===== src/rtl/rtc_pkg.sv =====
package rtc_pkg;
  localparam int NREG     = 8;
  localparam int IDX_W    = $clog2(NREG);
  localparam int R_HSEC   = 0;
  localparam int R_SEC    = 1;
  localparam int R_MIN    = 2;
  localparam int R_HOUR   = 3;
  localparam int R_DOW    = 4;
  localparam int R_DATE   = 5;
  localparam int R_MON    = 6;
  localparam int R_YEAR   = 7;
  localparam int A_CTRL   = 8;
  localparam int A_FLAG   = 12;
  localparam int STOP_BIT = 7;
  localparam int CEN_BIT  = 7;
  localparam int CENT_BIT = 6;
  localparam int HALT_BIT = 6;

  typedef logic [7:0] byte_t;
  typedef logic [NREG-1:0][7:0] bank_t;

  // index 7 (year) first
  localparam bank_t BANK_RESET = {8'h00, 8'h01, 8'h01, 8'h01,
                                  8'h00, 8'h00, 8'h00, 8'h00};

  function automatic byte_t bcd_inc(input byte_t v);
    if (v[3:0] >= 4'h9) return {v[7:4] + 4'd1, 4'h0};
    return v + 8'd1;
  endfunction

  // BCD year is a multiple of four when (2*tens + units) mod 4 == 0
  function automatic logic bcd_leap(input byte_t yr);
    logic [4:0] s;
    s = {yr[7:4], 1'b0} + {1'b0, yr[3:0]};
    return (s[1:0] == 2'b00);
  endfunction

  function automatic byte_t month_last(input byte_t mon, input byte_t yr);
    case (mon)
      8'h02:                      return bcd_leap(yr) ? 8'h29 : 8'h28;
      8'h04, 8'h06, 8'h09, 8'h11: return 8'h30;
      default:                    return 8'h31;
    endcase
  endfunction
endpackage


===== src/rtl/rtc_divider.sv =====
module rtc_divider #(
  parameter int DIV = 2
) (
  input  logic clk,
  input  logic rst_n,
  input  logic tick_en,
  input  logic clr,
  output logic step
);
  generate
    if (DIV <= 1) begin : g_direct
      assign step = tick_en && !clr;
    end else begin : g_count
      localparam int CW = $clog2(DIV);
      localparam logic [CW-1:0] TOP = CW'(DIV - 1);
      logic [CW-1:0] cnt;

      assign step = tick_en && !clr && (cnt == TOP);

      always_ff @(posedge clk or negedge rst_n) begin
        if (!rst_n)       cnt <= '0;
        else if (clr)     cnt <= '0;
        else if (tick_en) cnt <= (cnt == TOP) ? '0 : cnt + CW'(1);
      end

      // a cleared prescaler cannot step on the very next tick
      p_div_restart_r9: assert property (@(posedge clk) disable iff (!rst_n)
        clr |=> !step);
    end
  endgenerate
endmodule


===== src/rtl/rtc_counter.sv =====
module rtc_counter
  import rtc_pkg::*;
(
  input  logic  clk,
  input  logic  rst_n,
  input  logic  step,
  input  logic  load,
  input  bank_t load_val,
  output bank_t live
);
  bank_t nx;
  logic  cy;
  byte_t last_day;

  always_comb begin
    nx       = live;
    cy       = 1'b0;
    last_day = month_last(live[R_MON], live[R_YEAR]);
    if (load) begin
      nx = load_val;
    end else if (step && !live[R_SEC][STOP_BIT]) begin
      cy = 1'b1;
      if (live[R_HSEC] >= 8'h99) nx[R_HSEC] = 8'h00;
      else begin nx[R_HSEC] = bcd_inc(live[R_HSEC]); cy = 1'b0; end
      if (cy) begin
        if (live[R_SEC][6:0] >= 7'h59) nx[R_SEC] = 8'h00;
        else begin nx[R_SEC] = bcd_inc(live[R_SEC]); cy = 1'b0; end
      end
      if (cy) begin
        if (live[R_MIN] >= 8'h59) nx[R_MIN] = 8'h00;
        else begin nx[R_MIN] = bcd_inc(live[R_MIN]); cy = 1'b0; end
      end
      if (cy) begin
        if (live[R_HOUR][5:0] >= 6'h23) begin
          nx[R_HOUR][5:0] = 6'h00;
        end else begin
          if (live[R_HOUR][3:0] >= 4'h9)
            nx[R_HOUR][5:0] = {live[R_HOUR][5:4] + 2'd1, 4'h0};
          else
            nx[R_HOUR][3:0] = live[R_HOUR][3:0] + 4'd1;
          cy = 1'b0;
        end
      end
      if (cy) begin
        if (live[R_DOW][2:0] >= 3'd7 || live[R_DOW][2:0] == 3'd0) nx[R_DOW] = 8'h01;
        else nx[R_DOW] = {5'b0, live[R_DOW][2:0] + 3'd1};
        if (live[R_DATE] >= last_day) nx[R_DATE] = 8'h01;
        else begin nx[R_DATE] = bcd_inc(live[R_DATE]); cy = 1'b0; end
      end
      if (cy) begin
        if (live[R_MON] >= 8'h12) nx[R_MON] = 8'h01;
        else begin nx[R_MON] = bcd_inc(live[R_MON]); cy = 1'b0; end
      end
      if (cy) begin
        if (live[R_YEAR] >= 8'h99) begin
          nx[R_YEAR] = 8'h00;
          if (live[R_HOUR][CEN_BIT]) nx[R_HOUR][CENT_BIT] = ~live[R_HOUR][CENT_BIT];
        end else begin
          nx[R_YEAR] = bcd_inc(live[R_YEAR]);
        end
      end
    end
  end

  always_ff @(posedge clk or negedge rst_n) begin
    if (!rst_n) live <= BANK_RESET;
    else        live <= nx;
  end

  p_idle_hold_r2: assert property (@(posedge clk) disable iff (!rst_n)
    (!step && !load) |=> (live == $past(live)));

  p_stop_hold_r6: assert property (@(posedge clk) disable iff (!rst_n)
    (live[R_SEC][STOP_BIT] && !load) |=> (live == $past(live)));
endmodule


===== src/rtl/rtc_access.sv =====
module rtc_access
  import rtc_pkg::*;
#(
  parameter int ADDR_W = 4
) (
  input  logic              clk,
  input  logic              rst_n,
  input  logic              cs,
  input  logic [ADDR_W-1:0] addr,
  input  logic              rd,
  input  logic              wr,
  input  logic [7:0]        wdata,
  input  logic              pwr_fail,
  input  bank_t             live,
  output logic [7:0]        rdata,
  output logic              commit,
  output bank_t             shadow
);
  localparam logic [ADDR_W-1:0] LAST_CLK = ADDR_W'(NREG - 1);
  localparam logic [ADDR_W-1:0] CTRL_A   = ADDR_W'(A_CTRL);
  localparam logic [ADDR_W-1:0] FLAG_A   = ADDR_W'(A_FLAG);

  logic              cs_q, dirty, halt, in_win, xfer, rd_acc, wr_acc, strobe;
  logic [ADDR_W-1:0] ptr, cur;
  byte_t             ctrl, rd_val;

  assign cur    = (cs && !cs_q) ? addr : ptr;
  assign wr_acc = cs && wr;
  assign rd_acc = cs && rd && !wr;
  assign strobe = wr_acc || rd_acc;
  assign in_win = cs && (cur <= LAST_CLK);
  assign commit = dirty && !in_win;
  assign xfer   = !halt && !in_win && !dirty;

  always_comb begin
    rd_val = '0;
    if (cur <= LAST_CLK)  rd_val = shadow[cur[IDX_W-1:0]];
    else if (cur == CTRL_A) rd_val = ctrl;
    else if (cur == FLAG_A) rd_val[HALT_BIT] = halt;
  end

  always_ff @(posedge clk or negedge rst_n) begin
    if (!rst_n) begin
      cs_q   <= 1'b0;
      ptr    <= '0;
      dirty  <= 1'b0;
      halt   <= 1'b0;
      ctrl   <= '0;
      rdata  <= '0;
      shadow <= BANK_RESET;
    end else begin
      cs_q <= cs;
      if (cs) ptr <= cur + {{(ADDR_W-1){1'b0}}, strobe};
      if (wr_acc && cur <= LAST_CLK) dirty <= 1'b1;
      else if (commit)               dirty <= 1'b0;
      if (xfer) shadow <= live;
      else if (wr_acc && cur <= LAST_CLK)
        shadow[cur[IDX_W-1:0]] <= (cur == '0) ? 8'h00 : wdata;
      if (wr_acc && cur == CTRL_A) ctrl <= wdata;
      if (pwr_fail)                       halt <= 1'b1;
      else if (wr_acc && cur == FLAG_A)   halt <= wdata[HALT_BIT];
      if (rd_acc) rdata <= rd_val;
    end
  end

  p_read_freeze_r8: assert property (@(posedge clk) disable iff (!rst_n)
    (in_win && !wr_acc) |=> (shadow == $past(shadow)));

  p_halt_freeze_r12: assert property (@(posedge clk) disable iff (!rst_n)
    (halt && !wr_acc) |=> (shadow == $past(shadow)));

  p_pwrfail_halt_r12: assert property (@(posedge clk) disable iff (!rst_n)
    pwr_fail |=> halt);

  p_hsec_forced_r7: assert property (@(posedge clk) disable iff (!rst_n)
    (wr_acc && cur == '0) |=> (shadow[R_HSEC] == 8'h00));
endmodule


===== src/rtl/rtc_bcd_keeper.sv =====
module rtc_bcd_keeper
  import rtc_pkg::*;
#(
  parameter int TICKS_PER_HSEC = 2,
  parameter int ADDR_W         = 4
) (
  input  logic              clk,
  input  logic              rst_n,
  input  logic              tick_en,
  input  logic              pwr_fail,
  input  logic              cs,
  input  logic [ADDR_W-1:0] addr,
  input  logic              rd,
  input  logic              wr,
  input  logic [7:0]        wdata,
  output logic [7:0]        rdata
);
  bank_t live, shadow;
  logic  commit, step;

  rtc_divider #(.DIV(TICKS_PER_HSEC)) u_div (
    .clk(clk), .rst_n(rst_n), .tick_en(tick_en),
    .clr(commit || live[R_SEC][STOP_BIT]), .step(step)
  );

  rtc_counter u_cnt (
    .clk(clk), .rst_n(rst_n), .step(step), .load(commit),
    .load_val(shadow), .live(live)
  );

  rtc_access #(.ADDR_W(ADDR_W)) u_acc (
    .clk(clk), .rst_n(rst_n), .cs(cs), .addr(addr), .rd(rd), .wr(wr),
    .wdata(wdata), .pwr_fail(pwr_fail), .live(live), .rdata(rdata),
    .commit(commit), .shadow(shadow)
  );

  p_commit_load_r9: assert property (@(posedge clk) disable iff (!rst_n)
    commit |=> (live == $past(shadow)));
endmodule


===== config.mk =====
export PLATFORM = sky130hd
export DESIGN_NAME = rtc_bcd_keeper
export DESIGN_NICKNAME = d
export VERILOG_FILES = /design/src/rtl/rtc_pkg.sv /design/src/rtl/rtc_divider.sv /design/src/rtl/rtc_counter.sv /design/src/rtl/rtc_access.sv /design/src/rtl/rtc_bcd_keeper.sv
export SDC_FILE = /design/constraint.sdc
export NUM_CORES = 1
export LEC_CHECK = 0
export BUFFER_PORTS_ARGS = -buffer_cell sky130_fd_sc_hd__buf_2
export CAP_MARGIN = 30
export CORE_MARGIN = 8
export CORE_UTILIZATION = 40
export CTS_BUF_LIST = sky130_fd_sc_hd__clkbuf_16
export CTS_CLUSTER_DIAMETER = 40
export DETAILED_ROUTE_END_ITERATION = 8
export PLACE_DENSITY_LB_ADDON = 0.12
export SYNTH_ARGS = -nofsm -noshare
export SYNTH_HDL_FRONTEND = slang
export SYNTH_SLANG_ARGS = --single-unit

===== constraint.sdc =====
create_clock -name clk -period 6 [get_ports clk]
set_input_delay 0.6 -clock clk [delete_from_list [all_inputs] [get_ports clk]]
set_output_delay 0.6 -clock clk [all_outputs]
set_load 0.05 [all_outputs]

### Word level (Yosys, flattened, before mapping)

Index checks and enable logic that the tools add are counted.
Widths: inputs -> output; s select.

| storage, ports and cells | value |
|---|---|
| flip-flop bits (word level) | 152 |
| input bits | 19 |
| output and inout bits | 8 |
| logic and storage cells | 231 |

| cells by class | value |
|---|---|
| add/sub/neg operators | 18 |
| order comparisons | 18 |
| eq/ne operators | 7 |
| multiplexer cells | 110 |
| bitwise gates (word level) | 1 |
| reductions and logical operators | 51 |

Operator list:

| kind | number |
|---|---|
| $mux 8 | 26 |
| $mux 64 | 2 |
| $mux 1 | 66 |
| $bwmux 64 | 1 |
| $mux 32 | 2 |
| $mux 31 | 2 |
| $add 8x1->8 const B | 6 |
| $add 4x1->4 const B | 7 |
| $ge 4x4->1 const B | 7 |
| $reduce_bool 2->1 | 13 |
| $bmux 8 s3 | 1 |
| $demux 8 s3 | 1 |
| $mux 6 | 3 |
| $eq 8x3->1 const B | 2 |
| $ge 8x8->1 const B | 2 |
| $mux 16 | 1 |
| $pmux 8 s2 | 1 |
| $logic_and 1x1->1 | 15 |
| $reduce_and 2->1 | 6 |
| $eq 4x4->1 const B | 2 |
| $eq 8x2->1 const B | 1 |
| $eq 8x4->1 const B | 1 |
| $eq 8x5->1 const B | 1 |
| $ge 8x5->1 const B | 1 |
| 26 further kinds | 35 |

### Depth between registers and ports, before layout

| logic depth | value |
|---|---|
| word-level depth | 37 |
| gate-level depth with buffers | 15 |
| mapped depth without buffers | 14 |

### Cells and area by module

Synthesis repeated with hierarchy kept, for this count alone.

| second synthesis, totals | value |
|---|---|
| cell total of the unflattened synthesis | 922 |
| area total of the unflattened synthesis | 8842.2 µm² |

Modules (own cells, without submodules):

| module | instances | cells an instance | area each (µm²) | sequential area each (µm²) |
|---|---|---|---|---|
| rtc_access | 1 | 414 | 4409.2 | 2180.8 |
| rtc_counter | 1 | 502 | 4381.7 | 1605.3 |
| rtc_divider | 1 | 5 | 45.0 | 25.0 |
| rtc_bcd_keeper | 1 | 1 | 6.3 | 0.0 |

### Least setup slack after synthesis

OpenSTA, ideal clock, no wires.

| timing path | value |
|---|---|
| path kind | reg-to-reg |
| start | register u_cnt.live[48] (netlist name) |
| end | register u_cnt.live[45] (netlist name) |
| library setup time | 0.083 ns |
| arrival time | 3.123 ns |
| required time | 5.917 ns |
| path slack | 2.794 ns |
| stages on the path, launching flop included | 16 |
| path buffers | 1 |
| period minus slack after synthesis | 3.206 ns |
| path through | dfstp_2 inv_1 ha_1 o211ai_1 a21oi_1 a31oi_1 nor3_1 a21oi_1 ha_1 or4b_2 nand4_1 a21o_1 a211o_1 buf_2 o211ai_1 o21ai_0 |

| on the way | value |
|---|---|
| word-level cells in the longest chain between the ends | 8 |
| elaborated cells on any way between the ends | 12 |
| classes of those cells | 1 x order compare; 5 x eq/ne; 5 x mux; 1 x reduce/logical |

Ends and longest elaborated chain:

| element | RTL line | text |
|---|---|---|
| start, declared | rtc_counter.sv:9 | `output bank_t live` |
| start signal, assigned | rtc_counter.sv:67 | `else live <= nx;` |
| $eq 8x3->1 (tied with other cells) | rtc_pkg.sv:39 | `case (mon)` |
| $reduce_or 4->1 | rtc_pkg.sv:39 |  |
| $pmux 8 s2 * | rtc_pkg.sv:39 |  |
| $ge 8x8->1 * | rtc_counter.sv:47 | `if (live[R_DATE] >= last_day) nx[R_DATE] = 8'h01;` |
| $mux 8 * | rtc_counter.sv:47 |  |
| $mux 16 * | rtc_counter.sv:44 | `if (cy) begin` |
| $mux 32 * | rtc_counter.sv:21 | `end else if (step && !live[R_SEC][STOP_BIT]) begin` |
| $mux 32 * | rtc_counter.sv:19 | `if (load) begin` |

Every way passes the cells marked *; elsewhere a longest branch is shown, timed or not. The select of a mux whose other input is x is not followed.
A chain may end at the register's enable or synchronous reset.

### Worst setup path after layout

| timing path | value |
|---|---|
| start | register u_cnt.live[48] (netlist name) |
| end | register u_cnt.live[58] (netlist name) |

| on the way | value |
|---|---|
| word-level cells in the longest chain between the ends | 13 |
| elaborated cells on any way between the ends | 19 |
| classes of those cells | 2 x order compare; 5 x eq/ne; 9 x mux; 3 x reduce/logical |

Ends and longest elaborated chain:

| element | RTL line | text |
|---|---|---|
| $eq 8x3->1 (tied with other cells) | rtc_pkg.sv:39 |  |
| $reduce_or 4->1 | rtc_pkg.sv:39 |  |
| $pmux 8 s2 | rtc_pkg.sv:39 |  |
| $ge 8x8->1 | rtc_counter.sv:47 |  |
| $mux 1 | rtc_counter.sv:47 |  |
| $mux 1 | rtc_counter.sv:44 |  |
| $mux 1 | rtc_counter.sv:21 |  |
| $mux 1 | rtc_counter.sv:19 |  |
| $mux 1 * | rtc_counter.sv:50 | `if (cy) begin` |
| $mux 1 * | rtc_counter.sv:21 |  |
| $mux 1 * | rtc_counter.sv:19 |  |
| $reduce_bool 2->1 (no source line) * | -- |  |
| $reduce_and 2->1 (no source line) * | -- |  |

Marks and branches as above.

==> flow_summary.json <==
{
  "status": "completed",
  "fin_crit_sh_pct": 62.7,
  "regArea_mm2": 0.00381,
  "area_growth_pct": 11.7,
  "path_clk_slew_ns": 0.07,
  "holdWs_ns": 0.210,
  "finalSetupViolCount": 0,
  "cts_buffers": 17,
  "yosys_warnings": 0,
  "die-width_um": 162,
  "r2r_slack_ns": 2.24,
  "grt_pass1_wl_um": 40900,
  "fp-row-count": 53,
  "yosysSeqAreaShare_pct": 44.7,
  "drv_cap": 0,
  "grt_pass1_vias": 6804,
  "finClkSkew_ns": 0.0116,
  "power_per_cell_area_mw_per_mm2": 494,
  "cts_tree": "yes",
  "fin_util_pct": 45.5,
  "synth_seq_cells": 152,
  "remaining_drc_errors": 0,
  "fin_tns_setup_ns": 0,
  "synth_edf_count": 0,
  "fill_cells": 1999,
  "place.gp.congestion": 0.879,
  "min_period_ns": 3.76,
  "syn_avg_cell_area_um2": 9.76,
  "tightestPinTransition_ns": 0.907,
  "ys_types": 65,
  "endpoint_kind": "flip-flop",
  "multiInputGateArea_mm2": 0.00441,
  "p_leak_nw": 4.19,
  "nNetsFinal": 957,
  "wl_per_cell_um": 21.9,
  "drtIter0Drc": 796,
  "crit_arrival_ns": 4.07,
  "coreArea_mm2": 0.0210,
  "cp_data_required_time_ns": 6.31,
  "synth_top_flop_cell": "dfrtp_1",
  "cts_setup_buffers": 0,
  "async_flop_share_pct": 100,
  "ir_drop_v": 0.000172,
  "antenna_cells": 0,
  "synth.most_common_cell": "dfrtp_1",
  "synth_top_cell_area_share_pct": 42.8,
  "viasPerCell": 6.05,
  "hold_violations": 0,
  "ant_nets": 0,
  "grt-ovfl-total": 0,
  "cts_resized": 0,
  "cts.sinks": 152,
  "critPathKind": "flip-flop to flip-flop",
  "die_h_um": 162,
  "clock.fmax_mhz": 266,
  "hpwlAfterDp_um": 18100,
  "htree_num_levels": 4,
  "finalWirelength_um": 25900,
  "slew_headroom_pct": 39.5,
  "start_kind": "flip-flop",
  "first_pass_iters": 8,
  "io_pins": 27,
  "syn_inst": 874,
  "rsz0062_at_grt": "false",
  "clockBufferDepth": 2,
  "grt_antenna_before_repair": 0,
  "start_util_pct": 40.7,
  "syn_area_mm2": 0.00853,
  "finalMaxSlewViolations": 0,
  "synthesis.nets": 938,
  "root_buffer": "clkbuf_16",
  "grt_util_all_layers_pct": 20.0,
  "drive_gt1_share_pct": 11.6,
  "die_area_mm2": 0.0263,
  "io_buffers": 26,
  "vias": 7142,
  "ctsHoldBuffers": 0,
  "synth_top_cell_by_area": "dfrtp_1",
  "crit_fanout": 17,
  "min_path_type": "input pin to asynchronous set/reset pin",
  "power_mw": 4.71,
  "grt_start_max_net_pins": 88,
  "synthTopCellsByCount": "dfrtp_1 (146), nor2_1 (83), nand2_1 (81), o21ai_0 (77), a221o_1 (55)",
  "clock_latency_ns": 0.43,
  "synth_area_leaders": "dfrtp_1 (43%), ha_1 (6.6%), a221o_1 (6.5%)"
}
-- through the flow --
stage	area (um2)	setup slack, ns	instances
final	9530	2.24	1181
after global routing	9530	1.89	1181
after CTS	9530	2.21	1181
after detailed placement	8920	2.24	1149
after global placement	8920	2.32	1149
after floorplan	8530	2.79	874
-- cell usage in the layout (no fill, tap or decap), types with 7 or more instances in the layout --
cell and n:
ha_1 45, o21ai_0 77, mux2i_1 29, o211ai_1 8
a21oi_1 45, a221o_1 55, o22ai_1 7, clkbuf_16 17
buf_2 25, nand2b_1 8, nand3_1 25, buf_4 7
a32oi_1 7, a31oi_1 9, nand2_1 81, nor2_1 83
mux2_2 13, dfrtp_1 146, a22o_1 16, a22oi_1 27
nor3_1 18, inv_1 42, inv_6 7
-- sequential cells by signal, summed over array words and instances (netlist names) --
signal / flops
u_acc.ctrl: 8
u_div.g_count.cnt: 1
u_acc.shadow: 64
u_cnt.live: 64
u_acc.halt: 1
u_acc.cs_q: 1
u_acc.ptr: 4
u_acc.dirty: 1
u_acc.rdata: 8
-- worst paths after layout --
path                                start               to  cells past startpoint
max                        u_cnt.live[48]   u_cnt.live[58]                     14
min                                 rst_n  u_acc.shadow[0]                      1
max reg2reg                u_cnt.live[48]   u_cnt.live[58]                     14
min reg2reg                 u_acc.ctrl[7]   u_acc.rdata[7]                      2
max in group asynchronous           rst_n   u_cnt.live[57]                      2
min in group clk                 pwr_fail       u_acc.halt                      2
-- per-layer routing --
layer,vias to the layer above,share of wire [%],global-route usage [%]
met4,0,2.3,5.89
met3,43,5.7,4.35
met5,-,0,0
met1,3560,48,28.8
met2,204,44,29.5
li1,3335,-,-
-- final cells by class --
class / instances / area share (%)
Clock buffer: 17 / 4.46
Clock inverter: 15 / 1.98
Inverter: 43 / 1.69
Multi-Input combinational cell: 646 / 46.3
Sequential cell: 152 / 40.0
Tap cell: 275 / 3.61
Timing Repair Buffer: 33 / 1.98
-- worst max-delay path, stage by stage (launching register included) --
cell and delay, ns:
dfstp_2 0.58, inv_1 0.10, ha_1 0.24, o211ai_1 0.18, a21oi_1 0.09, a31oi_1 0.14, nor3_1 0.08, a21oi_1 0.15
ha_1 0.24, or4b_2 0.66, nand4_1 0.15, a21o_1 0.19, a211o_1 0.45, nand2b_1 0.28, o2bb2ai_1 0.10
-- power by group --
group	internal [mW]	leakage, nW	total, mW	switching (mW)
Sequential	1.43	1.93	1.92	0.497
Combinational	0.665	1.97	1.64	0.977
Clock	0.666	0.302	1.14	0.478
-- cells by family (layout without fill, tap and decap cells) --
| logic type | after synthesis | count (layout) | synth area share (%) |
|---|---|---|---|
| AO/OA/AOI/OAI | 297 | 297 | 24.7 |
| XOR/XNOR | 4 | 4 | 0.411 |
| adder cells (fa/ha/maj) | 45 | 45 | 6.60 |
| buffers and inverters | 76 | 108 | 3.87 |
| flip-flops | 152 | 152 | 44.7 |
| multiplexers | 45 | 45 | 5.82 |
| AND/OR/NAND/NOR | 255 | 255 | 13.9 |
Power figures use the tool's default switching activity.
